[src/rtl/sad_min_search.sv]
module sad_min_search #(
  parameter int PIX_W = 8,
  parameter int ROWS  = 4,
  parameter int COLS  = 4,
  parameter int IDX_W = 8
) (
  input  logic                        clk,
  input  logic                        rst_n,
  input  logic                        ref_load,
  input  logic [ROWS*COLS*PIX_W-1:0]  ref_pix,
  input  logic                        start,
  input  logic                        cand_valid,
  input  logic                        cand_last,
  input  logic [ROWS*COLS*PIX_W-1:0]  cand_pix,
  input  logic [IDX_W-1:0]            cand_idx,
  output logic                        done,
  output logic [PIX_W+$clog2(ROWS*COLS)-1:0] best_sad,
  output logic [IDX_W-1:0]            best_idx
);

  localparam int NPIX    = ROWS * COLS;
  localparam int SAD_W   = PIX_W + $clog2(NPIX);
  localparam int BUS_W   = NPIX * PIX_W;
  localparam int SAD_MAX = NPIX * ((1 << PIX_W) - 1);

  // Subtract-and-carry comparator: result[W] = 1 when a >= b, low bits = a - b.
  function automatic logic [PIX_W:0] sub_pix(input logic [PIX_W-1:0] a, input logic [PIX_W-1:0] b);
    return {1'b0, a} + {1'b0, ~b} + {{PIX_W{1'b0}}, 1'b1};
  endfunction

  function automatic logic ge_sad(input logic [SAD_W-1:0] a, input logic [SAD_W-1:0] b);
    logic [SAD_W:0] s;
    s = {1'b0, a} + {1'b0, ~b} + {{SAD_W{1'b0}}, 1'b1};
    return s[SAD_W];
  endfunction

  logic [BUS_W-1:0] ref_q;
  logic [PIX_W-1:0] ad [NPIX];
  logic [SAD_W-1:0] sad_c;

  always_ff @(posedge clk or negedge rst_n)
    if (!rst_n)        ref_q <= '0;
    else if (ref_load) ref_q <= ref_pix;

  for (genvar g = 0; g < NPIX; g++) begin : g_absdiff
    logic [PIX_W:0] c_minus_r, r_minus_c;
    assign c_minus_r = sub_pix(cand_pix[g*PIX_W +: PIX_W], ref_q[g*PIX_W +: PIX_W]);
    assign r_minus_c = sub_pix(ref_q[g*PIX_W +: PIX_W], cand_pix[g*PIX_W +: PIX_W]);
    assign ad[g] = c_minus_r[PIX_W] ? c_minus_r[PIX_W-1:0] : r_minus_c[PIX_W-1:0];
  end

  always_comb begin
    sad_c = '0;
    for (int i = 0; i < NPIX; i++) sad_c = sad_c + SAD_W'(ad[i]);
  end

  // Stage 1: registered SAD
  logic [SAD_W-1:0] sad_q;
  logic [IDX_W-1:0] idx_q;
  logic             vld_q, last_q;

  always_ff @(posedge clk or negedge rst_n)
    if (!rst_n) begin
      sad_q <= '0; idx_q <= '0; vld_q <= 1'b0; last_q <= 1'b0;
    end else begin
      vld_q  <= cand_valid;
      last_q <= cand_valid & cand_last;
      if (cand_valid) begin
        sad_q <= sad_c;
        idx_q <= cand_idx;
      end
    end

  // Stage 2: running minimum
  logic [SAD_W-1:0] min_q;
  logic [IDX_W-1:0] min_idx_q;
  logic             done_q, take;

  assign take = vld_q & ~start & ~ge_sad(sad_q, min_q);

  always_ff @(posedge clk or negedge rst_n)
    if (!rst_n) begin
      min_q <= '1; min_idx_q <= '0; done_q <= 1'b0;
    end else begin
      done_q <= vld_q & last_q & ~start;
      if (start) begin
        min_q     <= '1;
        min_idx_q <= '0;
      end else if (take) begin
        min_q     <= sad_q;
        min_idx_q <= idx_q;
      end
    end

  assign done     = done_q;
  assign best_sad = min_q;
  assign best_idx = min_idx_q;

  p_sad_bound_r3: assert property (@(posedge clk) disable iff (!rst_n)
    vld_q |-> (32'(sad_q) <= SAD_MAX));

  p_start_clear_r4: assert property (@(posedge clk) disable iff (!rst_n)
    start |=> (best_sad == '1 && best_idx == '0));

  p_min_monotone_r6: assert property (@(posedge clk) disable iff (!rst_n)
    !start |=> (best_sad <= $past(best_sad)));

  p_tie_keeps_r7: assert property (@(posedge clk) disable iff (!rst_n)
    (!start && vld_q && sad_q >= best_sad) |=> $stable(best_idx));

  p_done_follows_r8: assert property (@(posedge clk) disable iff (!rst_n)
    (vld_q && last_q && !start) |=> done);

  p_done_source_r8: assert property (@(posedge clk) disable iff (!rst_n)
    done |-> $past(vld_q && last_q));

endmodule

[config.mk]
export PLATFORM = sky130hd
export DESIGN_NAME = sad_min_search
export DESIGN_NICKNAME = d
export VERILOG_FILES = /design/src/rtl/sad_min_search.sv
export SDC_FILE = /design/constraint.sdc
export NUM_CORES = 1
export LEC_CHECK = 0
export BUFFER_PORTS_ARGS = -buffer_cell sky130_fd_sc_hd__buf_2
export CORE_ASPECT_RATIO = 0.9
export CORE_UTILIZATION = 55
export CTS_BUF_LIST = sky130_fd_sc_hd__clkbuf_16
export DETAILED_ROUTE_END_ITERATION = 8
export GPL_TIMING_DRIVEN = 0
export PLACE_DENSITY = 0.77
export SLEW_MARGIN = 20
export SYNTH_ARGS = -nofsm -noshare
export SYNTH_HDL_FRONTEND = slang
export SYNTH_SLANG_ARGS = --single-unit
[constraint.sdc]
create_clock -name clk -period 7.6 [get_ports clk]
set_input_delay 0.38 -clock clk [delete_from_list [all_inputs] [get_ports clk]]
set_output_delay 0.38 -clock clk [all_outputs]
set_load 0.02 [all_outputs]
==> results of run 1 <==
-- repair_timing --
item | in CTS | in global routing
gates resized for setup | 2 | 34
setup buffers | 0 | 0
hold endpoints to repair | 21 | 0
endpoints found under the setup margin | 1 | 5
hold buffers | 1 | 0
pin swaps | 1 | 7
-- cells in the mapped netlist, types with 3 or more instances --
cell,number
nand3_1,20
and3_1,7
a31oi_4,7
nand2b_1,23
a31oi_1,5
clkbuf_2,7
o211ai_1,3
mux2_2,18
nand4_1,5
nand3b_1,12
o21ai_0,235
fa_1,140
o21a_1,16
a21o_1,72
a211oi_1,9
o211a_1,8
nor2b_1,47
a22oi_1,6
mux2i_1,61
xnor2_1,65
buf_2,18
or3_1,7
dfstp_2,12
nor3b_1,3
buf_6,17
clkbuf_1,33
a32o_1,6
dfrtp_1,159
a311oi_1,9
nor2_1,109
inv_1,429
xor2_1,27
o21bai_1,22
nand2_1,167
and2_1,8
buf_1,3
a21oi_1,173
a211o_1,8
ha_1,272
o21ai_2,7
nor3_1,16
-- cells by family (layout without fill, tap and decap cells) --
group           after synthesis  count (layout)  share of synthesized area (%)
compound gates              600             600                           18.4
xor+xnor                     92              92                           4.06
fa+ha+maj                   412             412                           31.3
buf+inv                     507             831                           10.4
flops                       171             171                           21.6
mux                          80              80                           4.15
other cells                   0               1                              0
simple gates                433             433                           10.1
-- per-stage QoR --
step	hold WS (ps)	worst slack [ps]	std cells
finish	112	235	3089
detailed placement	244	-272	3055
CTS	90.8	59.1	3088
global placement	482	-118	3053
floorplan	84.4	562	2295
global route	110	-16.3	3089
-- state kept, by name, indices dropped and copies added, names as in the netlist --
signal and count:
idx_q 8, done 1, best_sad 12, ref_q 128, best_idx 8, sad_q 12, vld_q 1, last_q 1
-- metal layers --
layer,GRT usage [%],vias up,wire (um)
met5,0,-,13
met4,6.80,2,857
met3,4.46,53,2910
met2,46.5,506,23900
met1,39.7,7938,24100
li1,-,8091,-
-- worst paths after layout --
| path | slack (ps) | endpoint |
|---|---|---|
| max | 240 | sad_q[11] |
| min | 110 | ref_q[98] |
| max reg2reg | 240 | sad_q[11] |
| min reg2reg | 490 | done |
| max in group asynchronous | 6530 | ref_q[13] |
| min in group asynchronous | 330 | ref_q[77] |
-- cell type report --
type / instances / area, um2
multi-input cells: 1617 / 13600
fillers: 3038 / 12600
flip-flops and latches: 171 / 4290
inverters: 429 / 1610
repair buffers: 292 / 1520
well taps: 469 / 587
plain buffers: 78 / 465
clock buffers: 17 / 425
clock inverters: 15 / 169
diodes: 1 / 2.50
-- worst min-delay path, stage by stage --
cell,delay [ps]
buf_2,70
nand2_1,40
o21ai_0,60
==> results.md, run 1 <==
* Residual DRC count at 0
* Number of global-route vias before repair at 16600
* DR vias at 16600
* Slew Limit Headroom at 29.8%
* Clock sinks at 171
* Cell variety after synth at 61
* Core area at 35300 um2
* I/O pin cnt at 291
* Die area at 36900 um2
* Crit-path max FO at 7
* Most frequent cells in the layout: 429 x inv_1, 301 x buf_2, 272 x ha_1
* Post-Syn Area at 19900 um2
* Worst Reg-to-Reg Cells at 26
* Layout Nets at 3288
* Synth async-reset ratio at 100%
* Register area share after synthesis at 21.6%
* Period utilization at 96.9%
* Worst hold stages at 3
* CTS tree: done
* Post-DP HPWL at 42.3 mm
* Critical Path RT at 7950 ps
* Startpoint Class: register
* Area share of the largest cell type after synthesis at 20.0%
* Final hold vios at 0
* CTS buffer count at 17
* Port Buffers at 289
* First-pass GRT wire length at 83.3 mm
* GP Congestion at 0.922
* Most common cell after layout, fill and taps aside: inv_1
* Critical Path AT at 7720 ps
* Worst Hold Launch: ref_pix[98]
* Final setup fails at 0
* Reg-to-reg startpoint: ref_q[104]
* Post-route ant nets at 0
* Grt ovf at 0
* Mean Syn Cell Area at 8.65 um2
* EDFF count, synth at 0
* CTS Root Buffer Type: clkbuf_16
* Pin count of the biggest net entering global routing at 77
* Die width at 202 um
* Wire per inst at 16.8 um
* Warnings, synthesis at 0
* Main synth FF type: dfrtp_1
* GRT Util Overall at 28.5%
* Die height at 182 um
* Layout cells sized above 1 at 16.7%
* Max-cap violations at 0
* Crit. path cell count at 26
* CP startpoint: ref_q[104]
* Clock latency on the worst-skew pair at 470 ps
* Synth Register Bits at 171
* Post-Syn Nets at 2977
* Layout area overhead at 14.2%
* Area after DPL at 22000 um2
* Clock-pin slew on the worst setup and hold paths at 80 ps
* FMAX at 136 MHz
* Initial Utilization at 56.3%
* # rows at 65
* Final wirelength at 51.7 mm
* Slew Viols, Final at 0
* Critical path class: register to register
* Most frequent CP cell: fa_1
* Antenna violations before repair at 2
* Slowest-stage cell, CP: fa_2
* Synth area leaders: dfrtp_1 20%, ha_1 17%, fa_1 14%
* Largest stage delay, worst path at 630 ps
* DRT Pass-1 Iters at 5
* H-tree Lvls at 4
* Setup TNS at 0 ps
* Drt via density at 5.37
* Hold WC Path Type: input port to register
* 1st-iter DRT viols at 986
* Crit path time final at 7360 ps
* Top delay family on crit path: adder cells
* Cell taking the most area after synthesis: dfrtp_1
* Core Util, Final at 64.3%
* Tightest Pin Transition at 1050 ps
* Status: completed
* WP buf/inv at 4
* CTS Buffer Depth at 2
* Synth Instances at 2295
* Fin area at 22700 um2
* Endpoint class of the critical path: register
* Clock skew at 12.8 ps
Power of run 1 is left out: the tool's default activity adds up to more than one toggle a clock period on the data nets, which glitch-free logic cannot reach.
==> run 2: changes to the inputs <==
--- a/config.mk
+++ b/config.mk
@@ -6,5 +6,5 @@
 export NUM_CORES = 1
 export LEC_CHECK = 0
-export BUFFER_PORTS_ARGS = -buffer_cell sky130_fd_sc_hd__buf_2
+export BUFFER_PORTS_ARGS = -buffer_cell sky130_fd_sc_hd__clkbuf_2
 export CORE_ASPECT_RATIO = 0.9
 export CORE_UTILIZATION = 55
==> constraint.sdc (replaced) <==
create_clock -name clk -period 7.6 [get_ports clk]
set_input_delay 2.28 -clock clk [delete_from_list [all_inputs] [get_ports clk]]
set_output_delay 2.28 -clock clk [all_outputs]
set_load 0.02 [all_outputs]
==> results.md, run 2 (synthesis gave the netlist of run 1 again) <==
* Most common cell after layout, fill and taps aside: inv_1
* Slowest-stage cell, CP: fa_1
* # fillers at 2913 (-4.1%)
* First-pass GRT wire length at 84.2 mm (+1.2%)
* Clock skew at 10.7 ps (-2.06 ps)
* ANT cells at 0 (-1)
* GRT Util Overall at 28.8% (+0.34 points)
* Crit-path max FO at 5 (-2)
* Clock sinks at 171 (unchanged)
* H-tree Lvls at 4 (unchanged)
* Post-CTS Hold Buffers at 0 (-1)
* Antenna violations before repair at 0 (-2)
* Reg with most FFs: ref_q
* DRT Pass-1 Iters at 6 (+1)
* Largest register FFs at 128 (unchanged)
* Port Buffers at 289 (unchanged)
* Clock-pin slew on the worst setup and hold paths at 70 ps (about the same)
* Register area at 4290 um2 (unchanged)
* Final setup fails at 9 (+9)
* Slew Viols, Final at 0 (unchanged)
* Status: complete, but fails checks
* Final WS setup at -1040 ps (-1270 ps)
* Worst Hold Launch: last_q
* CTS Buffer Depth at 2 (unchanged)
* Tightest Pin Transition at 1080 ps (+22.8 ps)
* Residual DRC count at 0 (unchanged)
* Wire per inst at 17.0 um (+1.6%)
* # rows at 65 (unchanged)
* Number of global-route vias before repair at 16800 (+0.88%)
* Core area at 35300 um2 (unchanged)
* Initial Utilization at 56.3% (unchanged)
* Layout cells sized above 1 at 20.7% (+4.0 points)
* GP Congestion at 0.911 (-1.2%)
* Period utilization at 114% (+17 points)
* Die width at 202 um (unchanged)
* I/O pin cnt at 291 (unchanged)
* Final hold vios at 0 (unchanged)
* Failing checks: negative setup slack
* CTS Root Buffer Type: clkbuf_16
* CP startpoint: cand_pix[64]
* Multi-input gate area at 13900 um2 (+2.3%)
* Grt ovf at 0 (unchanged)
* Biggest registers after layout: ref_q (128), best_sad (12), sad_q (12)
* Die height at 182 um (unchanged)
* Clock latency on the worst-skew pair at 470 ps (about the same)
* Final wirelength at 53.5 mm (+3.3%)
* Pin count of the biggest net entering global routing at 86 (+12%)
* Post-DP HPWL at 42.5 mm (+0.41%)
* Crit path time final at 8640 ps (+1270 ps)
* DR vias at 17000 (+2.2%)
* FMAX at 116 MHz (-15%)
* Post-route ant nets at 0 (unchanged)
* Largest stage delay, worst path at 550 ps (-80 ps)
* Slew Limit Headroom at 28.3% (-1.5 points)
* CTS buffer count at 17 (unchanged)
* Most frequent cells in the layout: 414 x inv_1, 292 x clkbuf_2, 262 x ha_1
* Drt via density at 5.40 (+0.51%)
* Critical Path AT at 8990 ps (+1270 ps)
* RSZ-0062 raised after global routing: yes
* Die area at 36900 um2 (unchanged)
* Critical Path RT at 7950 ps (about the same)
* Layout Nets at 3340 (+1.6%)
* CTS tree: done
* Startpoint Class: input port
* Layout area overhead at 18.4%
* Endpoint class of the critical path: register
* Critical path class: input port to register
* Max-cap violations at 0 (unchanged)
* Most frequent CP cell: buf_4
* Reg-to-reg startpoint: ref_q[64]
* Final hold slack at 517 ps (+405 ps)
* Hold WC Path Type: register to register
* 1st-iter DRT viols at 993 (+0.71%)
## run 2: what timing repair did
| item | 4_1_cts | 5_1_grt |
|---|---|---|
| setup buffers | 28 | 25 |
| gates resized for setup | 23 | 55 |
| endpoints found under the hold margin | 0 | 0 |
| setup endpoints to repair | 10 | 10 |
| pin swaps | 36 | 77 |
## run 2: worst max-delay path, delay by kind of cell
kind / cells / cell delay, ps
fa+ha+maj: 9 / 3720
compound gates: 8 / 1440
buf+inv: 11 / 970
xor+xnor: 1 / 270
simple gates: 2 / 220
mux: 1 / 90
## run 2: final timing paths
kind,to,slack (ps),depth (start not counted)
worst max-delay path,sad_q[11],-1040,32
worst min-delay path,done,520,1
worst max register to register,sad_q[11],470,30
worst min register to register,done,520,1
max in group asynchronous,best_sad[1],5230,2
min in group asynchronous,ref_q[77],1650,1
## run 2: routing by layer
layer	GRT usage, %	up-vias	part of all wire, %
li1	-	8188	-
met1	39.8	8196	46
met2	47.1	497	47
met3	4.64	69	5.2
met4	7.67	0	2.3
met5	0	-	0
## run 2: layout make-up
class	count	area share, %
multi-input cells	1617	59.2
flip-flops and latches	171	18.3
repair buffers	344	8.24
inverters	429	6.98
well taps	469	2.50
clock inverters	15	0.910
clock buffers	17	1.81
plain buffers	78	2.09
## run 2: stage by stage
stage | setup slack (ps) | area (um2) | utilization, % | std cells | setup TNS [ps]
floorplan | -827 | 20100 | - | 2295 | -5160
global placement | -1510 | 22100 | 62.6 | 3053 | -11120
detailed placement | -1610 | 22200 | 62.8 | 3055 | -12390
CTS | -991 | 23100 | 65.5 | 3115 | -6960
global route | -1260 | 23500 | 66.6 | 3140 | -9240
finish | -1040 | 23500 | 66.6 | 3140 | -7340
Power of run 2 is left out for the same reason.
==> run 3: changes to the inputs <==
- CTS_BUF_LIST: sky130_fd_sc_hd__clkbuf_16 -> default
==> results.md, run 3 (synthesis gave the netlist of run 1 again) <==
* Critical path class: input port to register
* Reg with most FFs: ref_q
* DR vias at 17000 (+0.065%)
* Largest register FFs at 128 (unchanged)
* Clock skew at 11.6 ps (+0.845 ps)
* Failing checks: negative setup slack
* Layout Nets at 3340 (unchanged)
* Pre-CTS WS at -1610 ps (unchanged)
* Period utilization at 114% (about the same)
* DRT Pass-1 Iters at 6 (unchanged)
* Max-cap violations at 0 (unchanged)
* Most frequent cells in the layout: 414 x inv_1, 292 x clkbuf_2, 262 x ha_1
* Crit path time final at 8640 ps (+3.71 ps)
* CTS Root Buffer Type: clkbuf_16
* Biggest registers after layout: ref_q (128), best_sad (12), sad_q (12)
* Number of global-route vias before repair at 16800 (-0.089%)
* Endpoint class of the critical path: register
* Critical Path AT at 9000 ps (about the same)
* Final wirelength at 53.4 mm (about the same)
* Setup TNS at -7350 ps (-9.95 ps)
* Final WS setup at -1040 ps (-3.71 ps)
* Core area at 35300 um2 (unchanged)
* Tightest Pin Transition at 1050 ps (-24.2 ps)
* Grt ovf at 0 (unchanged)
* Slew Viols, Final at 0 (unchanged)
* Die width at 202 um (unchanged)
* CTS buffer count at 17 (unchanged)
* Die area at 36900 um2 (unchanged)
* FMAX at 116 MHz (about the same)
* ANT cells at 0 (unchanged)
* Die height at 182 um (unchanged)
* Most common cell after layout, fill and taps aside: inv_1
* Slew Limit Headroom at 29.9% (+1.6 points)
* Clock latency on the worst-skew pair at 470 ps (about the same)
* GRT Util Overall at 28.8% (about the same)
* Layout cells sized above 1 at 20.7% (unchanged)
* CTS tree: done
* H-tree Lvls at 4 (unchanged)
* Wire per inst at 17.0 um (about the same)
* Largest stage delay, worst path at 550 ps (about the same)
* Final hold vios at 0 (unchanged)
* Hold WC Path Type: register to register
* Final setup fails at 9 (unchanged)
* First-pass GRT wire length at 84.2 mm (about the same)
* Status: complete, but fails checks
* Slowest-stage cell, CP: fa_1
* Pin count of the biggest net entering global routing at 86 (unchanged)
* Port Buffers at 289 (unchanged)
* 1st-iter DRT viols at 988 (-0.50%)
* Post-route ant nets at 0 (unchanged)
* Critical Path RT at 7950 ps (about the same)
* # rows at 65 (unchanged)
* Post-DP HPWL at 42.5 mm (unchanged)
* Antenna violations before repair at 0 (unchanged)
* RSZ-0062 raised after global routing: yes
* Startpoint Class: input port
* Residual DRC count at 0 (unchanged)
* Drt via density at 5.40 (about the same)
* Most frequent CP cell: buf_4
* Initial Utilization at 56.3% (unchanged)
* GP Congestion at 0.911 (unchanged)
* CTS Buffer Depth at 2 (unchanged)
* Clock sinks at 171 (unchanged)
* Layout area overhead at 18.4% (about the same)
* Clock-pin slew on the worst setup and hold paths at 70 ps (about the same)
* Crit-path max FO at 5 (unchanged)
* I/O pin cnt at 291 (unchanged)
==> run 3: cell count changes in the layout (fill, tap and decap cells not counted) <==
cell	change
clkbuf_8	+1
clkinv_1	-1
mux2i_1	+1
mux2i_2	-1
==> run 3: worst paths after layout <==
kind	start	end	slack, ps	depth (start not counted)
setup / recovery	cand_pix[64]	sad_q[11]	-1040	32
min in group asynchronous	rst_n	ref_q[77]	1650	1
setup reg to reg	ref_q[64]	sad_q[11]	470	30
max in group asynchronous	rst_n	best_sad[5]	5220	2
hold / removal	last_q	done	520	1
hold reg to reg	last_q	done	520	1
==> run 3: cell type report <==
type	instances	area, um2
Inverter	429	1640
Tap cell	469	587
Fill cell	2912	11800
Multi-Input combinational cell	1617	13900
Clock inverter	14	210
Clock buffer	18	439
Sequential cell	171	4290
Buffer	78	490
Timing Repair Buffer	344	1940
==> run 3: per-layer routing <==
metal	routed length, um	global-route usage, %	part of all wire, %
met1	24600	39.8	46
met2	24900	47.2	47
met3	2890	4.64	5.4
met4	1020	7.07	1.9
met5	0	0	0
==> run 3: worst max-delay path, delay by kind of cell <==
family	cells	cell delay (ps)
adders and majority gates	9	3730
AOI/OAI and AO/OA	8	1440
buffers and inverters	11	970
xor gates and xnor gates	1	250
and+or+nand+nor	2	220
muxes	1	90
==> run 3: what timing repair did <==
item,CTS,global route
setup buffers,28,25
cloned,0,0
gates resized for setup,23,54
hold buffers,0,0
endpoints found under the setup margin,10,10
pin swaps,36,77
==> run 3: per-stage QoR <==
step / instances / hold slack (ps) / cell area [um2] / utilization [%]
global route: 3140 / 547 / 23500 / 66.6
floorplan: 2295 / 462 / 20100 / -
global placement: 3053 / 486 / 22100 / 62.6
CTS: 3115 / 522 / 23100 / 65.5
detailed placement: 3055 / 497 / 22200 / 62.8
finish: 3140 / 517 / 23500 / 66.6
Power of run 3 is left out for the same reason.
